$ cat src/rtl/bitop_pkg.sv
package bitop_pkg;
  localparam int DATA_W  = 8;
  localparam int FLAG_W  = 8;
  localparam int SEL_W   = 3;

  localparam int FL_SIGN = 7;
  localparam int FL_ZERO = 6;
  localparam int FL_HALF = 4;
  localparam int FL_PAR  = 2;
  localparam int FL_SUB  = 1;
  localparam int FL_CARRY = 0;

  typedef enum logic [1:0] {
    CLS_SHIFT = 2'b00,
    CLS_TEST  = 2'b01,
    CLS_CLR   = 2'b10,
    CLS_SET   = 2'b11
  } op_class_e;

  typedef enum logic [2:0] {
    SV_ROT_L   = 3'd0,
    SV_ROT_R   = 3'd1,
    SV_ROTC_L  = 3'd2,
    SV_ROTC_R  = 3'd3,
    SV_ASH_L   = 3'd4,
    SV_ASH_R   = 3'd5,
    SV_ONES_L  = 3'd6,
    SV_LSH_R   = 3'd7
  } shift_var_e;

  function automatic logic even_parity(input logic [DATA_W-1:0] v);
    return ~(^v);
  endfunction
endpackage

$ cat src/rtl/bitop_shift_unit.sv
module bitop_shift_unit
  import bitop_pkg::*;
#(
  parameter int W = DATA_W
) (
  input  logic [W-1:0]     din,
  input  logic [SEL_W-1:0] variant,
  input  logic             cin,
  output logic [W-1:0]     dout,
  output logic             cout
);
  logic msb, lsb;
  logic left_dir;

  assign msb      = din[W-1];
  assign lsb      = din[0];
  assign left_dir = ~variant[0];
  assign cout     = left_dir ? msb : lsb;

  always_comb begin
    unique case (shift_var_e'(variant))
      SV_ROT_L:  dout = {din[W-2:0], msb};
      SV_ROT_R:  dout = {lsb, din[W-1:1]};
      SV_ROTC_L: dout = {din[W-2:0], cin};
      SV_ROTC_R: dout = {cin, din[W-1:1]};
      SV_ASH_L:  dout = {din[W-2:0], 1'b0};
      SV_ASH_R:  dout = {msb, din[W-1:1]};
      SV_ONES_L: dout = {din[W-2:0], 1'b1};
      default:   dout = {1'b0, din[W-1:1]};
    endcase
  end
endmodule

$ cat src/rtl/bitop_bit_unit.sv
module bitop_bit_unit
  import bitop_pkg::*;
#(
  parameter int W = DATA_W,
  localparam int IDX_W = $clog2(W)
) (
  input  logic [W-1:0]     din,
  input  logic [IDX_W-1:0] idx,
  output logic [W-1:0]     cleared,
  output logic [W-1:0]     setted,
  output logic             picked
);
  logic [W-1:0] mask;
  logic [W-1:0] hit;

  for (genvar g = 0; g < W; g++) begin : g_dec
    assign mask[g] = (idx == IDX_W'(g));
    assign hit[g]  = mask[g] & din[g];
  end

  assign cleared = din & ~mask;
  assign setted  = din | mask;
  assign picked  = |hit;
endmodule

$ cat src/rtl/bitop_alu.sv
module bitop_alu
  import bitop_pkg::*;
#(
  parameter int W = DATA_W,
  parameter int FW = FLAG_W
) (
  input  logic          clk,
  input  logic          rst,
  input  logic [W-1:0]  opnd_i,
  input  logic [7:0]    opc_i,
  input  logic [FW-1:0] flags_i,
  output logic [W-1:0]  res_q,
  output logic [FW-1:0] flags_q,
  output logic          wb_q
);
  localparam int IDX_W = $clog2(W);

  op_class_e        cls;
  logic [SEL_W-1:0] sel;

  logic [W-1:0]  sh_res;
  logic          sh_cout;
  logic [W-1:0]  clr_res, set_res;
  logic          bit_val;

  logic [W-1:0]  res_d;
  logic [FW-1:0] flags_d;
  logic          wb_d;

  assign cls = op_class_e'(opc_i[7:6]);
  assign sel = opc_i[5:3];

  bitop_shift_unit #(.W(W)) u_shift (
    .din     (opnd_i),
    .variant (sel),
    .cin     (flags_i[FL_CARRY]),
    .dout    (sh_res),
    .cout    (sh_cout)
  );

  bitop_bit_unit #(.W(W)) u_bit (
    .din     (opnd_i),
    .idx     (sel[IDX_W-1:0]),
    .cleared (clr_res),
    .setted  (set_res),
    .picked  (bit_val)
  );

  always_comb begin
    res_d   = opnd_i;
    flags_d = flags_i;
    wb_d    = 1'b1;
    unique case (cls)
      CLS_SHIFT: begin
        res_d              = sh_res;
        flags_d            = '0;
        flags_d[FL_SIGN]   = sh_res[W-1];
        flags_d[FL_ZERO]   = (sh_res == '0);
        flags_d[FL_PAR]    = even_parity(sh_res);
        flags_d[FL_CARRY]  = sh_cout;
      end
      CLS_TEST: begin
        wb_d               = 1'b0;
        flags_d[FL_SIGN]   = opnd_i[W-1];
        flags_d[FL_ZERO]   = ~bit_val;
        flags_d[FL_SUB]    = 1'b0;
      end
      CLS_CLR: res_d = clr_res;
      default: res_d = set_res;
    endcase
  end

  always_ff @(posedge clk) begin
    if (rst) begin
      res_q   <= '0;
      flags_q <= '0;
      wb_q    <= 1'b0;
    end else begin
      res_q   <= res_d;
      flags_q <= flags_d;
      wb_q    <= wb_d;
    end
  end
endmodule

$ cat config.mk
export PLATFORM = sky130hd
export DESIGN_NAME = bitop_alu
export DESIGN_NICKNAME = d
export VERILOG_FILES = /design/src/rtl/bitop_pkg.sv /design/src/rtl/bitop_shift_unit.sv /design/src/rtl/bitop_bit_unit.sv /design/src/rtl/bitop_alu.sv
export SDC_FILE = /design/constraint.sdc
export NUM_CORES = 1
export LEC_CHECK = 0
export BUFFER_PORTS_ARGS = -buffer_cell sky130_fd_sc_hd__buf_2
export CORE_ASPECT_RATIO = 0.75
export CORE_MARGIN = 5
export CORE_UTILIZATION = 38
export CTS_CLUSTER_SIZE = 28
export DETAILED_ROUTE_END_ITERATION = 12
export SYNTH_ARGS = -nofsm -noshare
export SYNTH_HDL_FRONTEND = slang
export SYNTH_SLANG_ARGS = --single-unit
$ cat constraint.sdc
create_clock -name clk -period 3.56 [get_ports clk]
set_input_delay 0.712 -clock clk [delete_from_list [all_inputs] [get_ports clk]]
set_output_delay 0.712 -clock clk [all_outputs]
set_load 0.02 [all_outputs]
==> results of run 1 <==
-- synth_stat cells, types with 4 or more instances --
| library cell | n |
|---|---|
| a21oi_1 | 7 |
| a221oi_1 | 6 |
| clkbuf_1 | 4 |
| dfxtp_1 | 17 |
| ha_1 | 4 |
| mux2_2 | 6 |
| mux2i_1 | 10 |
| nand2_1 | 5 |
| nand3b_1 | 6 |
| nor2_1 | 18 |
| nor3b_1 | 8 |
-- power by group through the flow --
| stage | clock network [mW] | registers, mW | logic, mW |
|---|---|---|---|
| floorplan | 0 | 0.230 | 0.0847 |
| global placement | 0 | 0.211 | 0.144 |
| detailed placement | 0 | 0.212 | 0.146 |
| CTS | 0.141 | 0.208 | 0.147 |
| global route | 0.150 | 0.209 | 0.161 |
| finish | 0.136 | 0.208 | 0.147 |
-- worst max-delay path by stage --
stage,slack (ns),start,cells past startpoint,end
finish,1.28,opc_i[4],9,flags_q[2]
global route,1.16,opc_i[4],9,flags_q[2]
CTS,1.29,opc_i[4],9,flags_q[2]
detailed placement,1.04,opc_i[4],9,flags_q[2]
global placement,1.06,opc_i[4],9,flags_q[2]
floorplan,1.44,opc_i[4],8,flags_q[2]
-- routing by layer --
metal  up-vias  part of all wire  GRT usage
met3         2             0.067     0.0429
met1       504              0.45      0.181
met4         0            0.0025    0.00789
met2        36              0.48      0.228
met5         -                 0          0
li1        517                 -          -
-- cells by family (layout without fill, tap and decap cells) --
| group | count (synthesis) | after routing | share of synthesized area |
|---|---|---|---|
| xor gates and xnor gates | 3 | 3 | 0.0236 |
| muxes | 19 | 19 | 0.181 |
| DFF | 17 | 17 | 0.305 |
| buffers and inverters | 12 | 45 | 0.0606 |
| adders and majority gates | 4 | 4 | 0.0449 |
| AOI/OAI and AO/OA | 24 | 24 | 0.171 |
| and+or+nand+nor | 45 | 45 | 0.214 |
-- through the flow --
stage	setup WS, ns	cells
2_1_floorplan	1.44	124
3_3_place_gp	1.06	191
3_5_place_dp	1.04	191
4_1_cts	1.29	195
5_1_grt	1.16	195
6_report	1.28	195
-- sequential cells by signal (all words and copies together) (netlist names) --
signal	count
flags_q	8
res_q	8
wb_q	1
-- cell type report --
| class | instances | area, µm² | area share |
|---|---|---|---|
| Timing Repair Buffer | 39 | 195 | 0.145 |
| Sequential cell | 17 | 340 | 0.253 |
| Inverter | 2 | 7.51 | 0.00559 |
| Clock buffer | 4 | 45.0 | 0.0336 |
| Tap cell | 38 | 47.5 | 0.0354 |
| Multi-Input combinational cell | 95 | 707 | 0.527 |
-- layout by cell type, fill, tap and decap left out, types with 3 or more instances in the layout --
master / n
nand2_1: 5
mux2i_1: 10
dfxtp_1: 17
mux2_1: 3
a221oi_1: 6
a21oi_1: 7
mux2_2: 6
nor3b_1: 8
clkbuf_8: 3
nand3b_1: 6
buf_2: 39
ha_1: 4
nor3_1: 3
o21ai_0: 3
nor2_1: 18
xnor2_1: 3
==> summary.txt, run 1 <==
outcome -> finished, final reports clean
FMAX -> 439 MHz
Worst Path Max Fanout -> 15
worst vdd ir -> 0.221 mV
total power -> 0.490 mW
Cell Int Power -> 0.345 mW
DRC -> 0
FFs w/ async S/R, synth -> 0
std cell rows -> 17
Layout area overhead -> 20.4%
Reg power frac -> 0.424
required time of the critical path -> 3.74 ns
CP endpoint kind -> register
Syn Nets -> 154
EDFF count, synth -> 0
H-tree levels -> 1
Hold WS -> 0.707 ns
first-pass GRT wire length -> 4630 µm
PwrDens -> 365 nW/µm²
CTS tree -> done
diode count -> 0
Slew @ Worst Pin -> 0.463 ns
final period utilization -> 0.640
final slew viol count -> 0
CTS Sinks -> 17
worst rel slew slack -> 0.691
Worst EP arrival -> 2.45 ns
Total Routed Length -> 2770 µm
final net count -> 188
vias in the first global route -> 992
post-layout util -> 0.468
CTS Root Cell -> clkbuf_8
clock share of power -> 0.277
final setup vio count -> 0
dominant cell type by area after synthesis -> dfxtp_1
Critical path buffers and inverters -> 1
crit-path leading delay family -> simple AND/OR/NAND/NOR gates
Switching Fraction -> 0.295
switching power -> 0.145 mW
combinational share of power -> 0.299
largest net degree at the start of global routing -> 24
Fin. Hold Viols -> 0
Hold Crit Depth -> 3
CTS clk-pin slew, worst paths -> 0.06 ns
post-synthesis sequential area ratio -> 0.305
die height -> 56.9 µm
Setup Fix Bufs, Post-CTS -> 0
Synth Cell Area -> 1110 µm²
Via density -> 5.43
crit path kind -> input port to register
crit path launch type -> input port
CTS buffer count -> 3
most frequent CP cell -> a21oi_1
overall die width -> 72.5 µm
HPWL after DPL -> 2010 µm
CTS max path bufs -> 2
drt pass-1 iters -> 4
layout cell share with drive strength beyond 1 -> 0.338
post-synthesis register bit count -> 17
placed cell areas -> 1300 µm²
# IOs -> 43
Hold Path Sink -> flags_q[2]
post-synthesis cell type count -> 30
Area contributors post-synth -> dfxtp_1, mux2i_1, nor2_1, mux2_2, nor3b_1
final worst path period need -> 2.28 ns
hold buffer count at CTS -> 0
critical path's largest stage delay -> 0.39 ns
Slowest cell on crit path -> or3b_1
port bufs -> 39
Total GRT Usage -> 0.136
die area -> 4130 µm²
predominant post-synthesis flop cell -> dfxtp_1
RSZ-0062 raised after global routing -> no
Initial DRC Count -> 71
Synth Area per Inst -> 8.99 µm²
synthesis warning total -> 0
Leak Pwr -> 0.593 nW
post-synthesis cell count -> 124
Hold Crit Start -> flags_i[2]
initial antenna violation count -> 0
Filler cells -> 300
post_cts resized -> 0
area share of the largest cell type after synthesis -> 0.305
Core Area -> 2870 µm²
Congestion Overflow GR -> 0
Starting Density -> 0.388
DR vias -> 1,059
Final ANT Viol Nets -> 0
Design Area, Final -> 1340 µm²
max-cap violation count -> 0
Setup TNS Final -> 0 ns
Cell Chain, Critical Path -> buf_2 -> or3b_1 -> a21oi_1 -> a21oi_1 -> ha_1 -> xnor2_1 -> xnor2_1 -> nand2_1 -> a21oi_1
GPL Wtd Cong -> 0.778
WL/cell -> 14.2 µm
class of the worst hold path -> input port to register
Power figures use the tool's default switching activity.
==> run 2: changes to the inputs <==
- ABC_AREA: not set -> 1
- clock period: 3.56 -> 2.2 ns (I/O delays scaled with it)
==> summary.txt, run 2 <==
Slew @ Worst Pin -> 0.351 ns (-0.112 ns)
largest net degree at the start of global routing -> 12 (-50%)
GPL Wtd Cong -> 0.881 (+13%)
Critical path buffers and inverters -> 4 (+3)
Via density -> 4.92 (-9.4%)
final net count -> 247 (+31%)
Commonest cells post-synth -> nand2_1, nor2_1, inv_1
Cell Int Power -> 0.553 mW (+60%)
Synth Cell Area -> 1130 µm² (+1.6%)
first-pass GRT wire length -> 5250 µm (+13%)
post_cts resized -> 0 (unchanged)
max-cap violation count -> 0 (unchanged)
Worst EP arrival -> 1.95 ns (-0.50 ns)
Hold Crit Start -> flags_i[3]
FFs w/ async S/R, synth -> 0 (unchanged)
CTS max path bufs -> 2 (unchanged)
post-synthesis register bit count -> 17 (unchanged)
area share of the largest cell type after synthesis -> 0.301 (-0.00472)
Congestion Overflow GR -> 0 (unchanged)
vias in the first global route -> 1,176 (+19%)
final period utilization -> 0.818
most common cell after layout, fill and taps aside -> buf_2
WL/cell -> 12.9 µm (-9.1%)
H-tree levels -> 1 (unchanged)
die area -> 4180 µm² (+1.3%)
Hold Crit Depth -> 3 (unchanged)
CTS clk-pin slew, worst paths -> 0.07 ns (about the same)
worst vdd ir -> 0.309 mV (+40%)
Setup TNS Final -> 0 ns (unchanged)
RSZ-0062 raised after global routing -> no
# IOs -> 43 (unchanged)
final setup vio count -> 0 (unchanged)
worst rel slew slack -> 0.764 (+0.0730)
post-synthesis sequential area ratio -> 0.301 (-0.00472)
FMAX -> 556 MHz
final slew viol count -> 0 (unchanged)
layout cell share with drive strength beyond 1 -> 0.273 (-0.0644)
port bufs -> 39 (unchanged)
HPWL after DPL -> 2560 µm (+27%)
Syn Nets -> 205 (+33%)
Switching Fraction -> 0.332 (+0.0362)
overall die width -> 73.0 µm (+0.67%)
CTS Sinks -> 17 (unchanged)
Fin. Hold Viols -> 0 (unchanged)
Area contributors post-synth -> dfxtp_1, nand2_1, nor2_1, inv_1, o21ai_0
hold buffer count at CTS -> 0 (unchanged)
CTS Root Cell -> clkbuf_8
Setup Fix Bufs, Post-CTS -> 0 (unchanged)
Slowest cell on crit path -> ha_1
Leak Pwr -> 0.750 nW (+27%)
diode count -> 0 (unchanged)
Hold Path Sink -> flags_q[3]
Worst Path Max Fanout -> 11 (-4)
std cell rows -> 17 (unchanged)
DRC -> 0 (unchanged)
crit path kind -> input port to register
required time of the critical path -> 2.35 ns (-1.39 ns)
post-synthesis cell count -> 175 (+41%)
crit-path leading delay family -> buffers and inverters
CP endpoint kind -> register
EDFF count, synth -> 0 (unchanged)
PwrDens -> 586 nW/µm² (+61%)
crit path launch type -> input port
pre-CTS worst setup slack -> 0.160 ns (-0.879 ns)
Filler cells -> 336 (+12%)
die height -> 57.3 µm (+0.65%)
outcome -> finished, final reports clean
Crit. path cell count -> 9 (unchanged)
synthesis warning total -> 0 (unchanged)
largest registers -> flags_q: 8 flops, res_q: 8 flops, wb_q: 1 flops
Total Routed Length -> 3280 µm (+18%)
most frequent cell after synthesis -> nand2_1
CTS tree -> done
Synth Area per Inst -> 6.47 µm² (-28%)
dominant cell type by area after synthesis -> dfxtp_1
DR vias -> 1,250 (+18%)
switching power -> 0.274 mW (+90%)
multi-input logic area -> 652 µm² (-7.8%)
CTS buffer count -> 3 (unchanged)
post-synthesis cell type count -> 27 (-10%)
Sequential Area -> 340 µm² (unchanged)
Starting Density -> 0.391 (+0.00320)
initial antenna violation count -> 0 (unchanged)
Total GRT Usage -> 0.160 (+0.0232)
critical path's largest stage delay -> 0.31 ns (-0.08 ns)
Initial DRC Count -> 87 (+23%)
combinational share of power -> 0.302 (+0.003)
predominant post-synthesis flop cell -> dfxtp_1
clock share of power -> 0.292 (+0.015)
worst setup margin -> 0.401 ns (-0.881 ns)
most frequent cells in the layout -> buf_2, nand2_1, nor2_1
Final ANT Viol Nets -> 0 (unchanged)
final worst path period need -> 1.80 ns
Reg power frac -> 0.407 (-0.017)
Layout area overhead -> 24.5%
Core Area -> 2890 µm² (+0.74%)
Cell Chain, Critical Path -> buf_2 -> buf_4 -> o21ai_0 -> inv_1 -> ha_1 -> xnor2_1 -> xnor2_1 -> o21ai_0 -> inv_1
class of the worst hold path -> input port to register
drt pass-1 iters -> 4 (unchanged)
Hold WS -> 0.398 ns (-0.309 ns)
-- run 2: logic make-up (layout without fill, tap and decap cells) --
logic type / Yosys count / in the layout / share of synthesized area
flops: 17 / 17 / 0.301
fa+ha+maj: 4 / 4 / 0.0442
simple gates: 87 / 87 / 0.351
buf+inv: 32 / 73 / 0.124
xor+xnor: 3 / 3 / 0.0232
compound gates: 32 / 32 / 0.157
-- run 2: layer usage --
metal	GRT usage	share of wire
met5	0	0
met4	0.0368	0.0058
met3	0.0511	0.075
met2	0.245	0.44
met1	0.217	0.48
-- run 2: worst max path at each step --
stage / slack, ns / start / endpoint
floorplan: 0.33 / opc_i[5] / flags_q[2]
global placement: 0.16 / opc_i[5] / flags_q[2]
detailed placement: 0.16 / opc_i[5] / flags_q[2]
CTS: 0.42 / opc_i[5] / flags_q[2]
global route: 0.25 / opc_i[3] / flags_q[2]
finish: 0.40 / opc_i[3] / flags_q[2]
-- run 2: cell type report --
cell class | instances | share of cell area
Timing Repair Buffer | 43 | 0.160
Sequential cell | 17 | 0.241
Multi-Input combinational cell | 126 | 0.462
Clock buffer | 4 | 0.0319
Tap cell | 38 | 0.0337
Inverter | 26 | 0.0710
-- run 2: power groups by stage --
| stage | Combinational (mW) | Sequential (mW) | Clock, mW |
|---|---|---|---|
| finish | 0.249 | 0.336 | 0.241 |
| global route | 0.274 | 0.338 | 0.262 |
| CTS | 0.249 | 0.336 | 0.245 |
| detailed placement | 0.247 | 0.343 | 0 |
| global placement | 0.244 | 0.342 | 0 |
| floorplan | 0.135 | 0.374 | 0 |
-- run 2: metrics by stage --
step	cells	total power, mW	instance area, µm²	util
finish	254	0.827	1410	0.487
global route	254	0.875	1410	0.487
CTS	254	0.830	1410	0.487
detailed placement	250	0.590	1370	0.472
global placement	250	0.586	1370	0.472
floorplan	175	0.509	1130	-
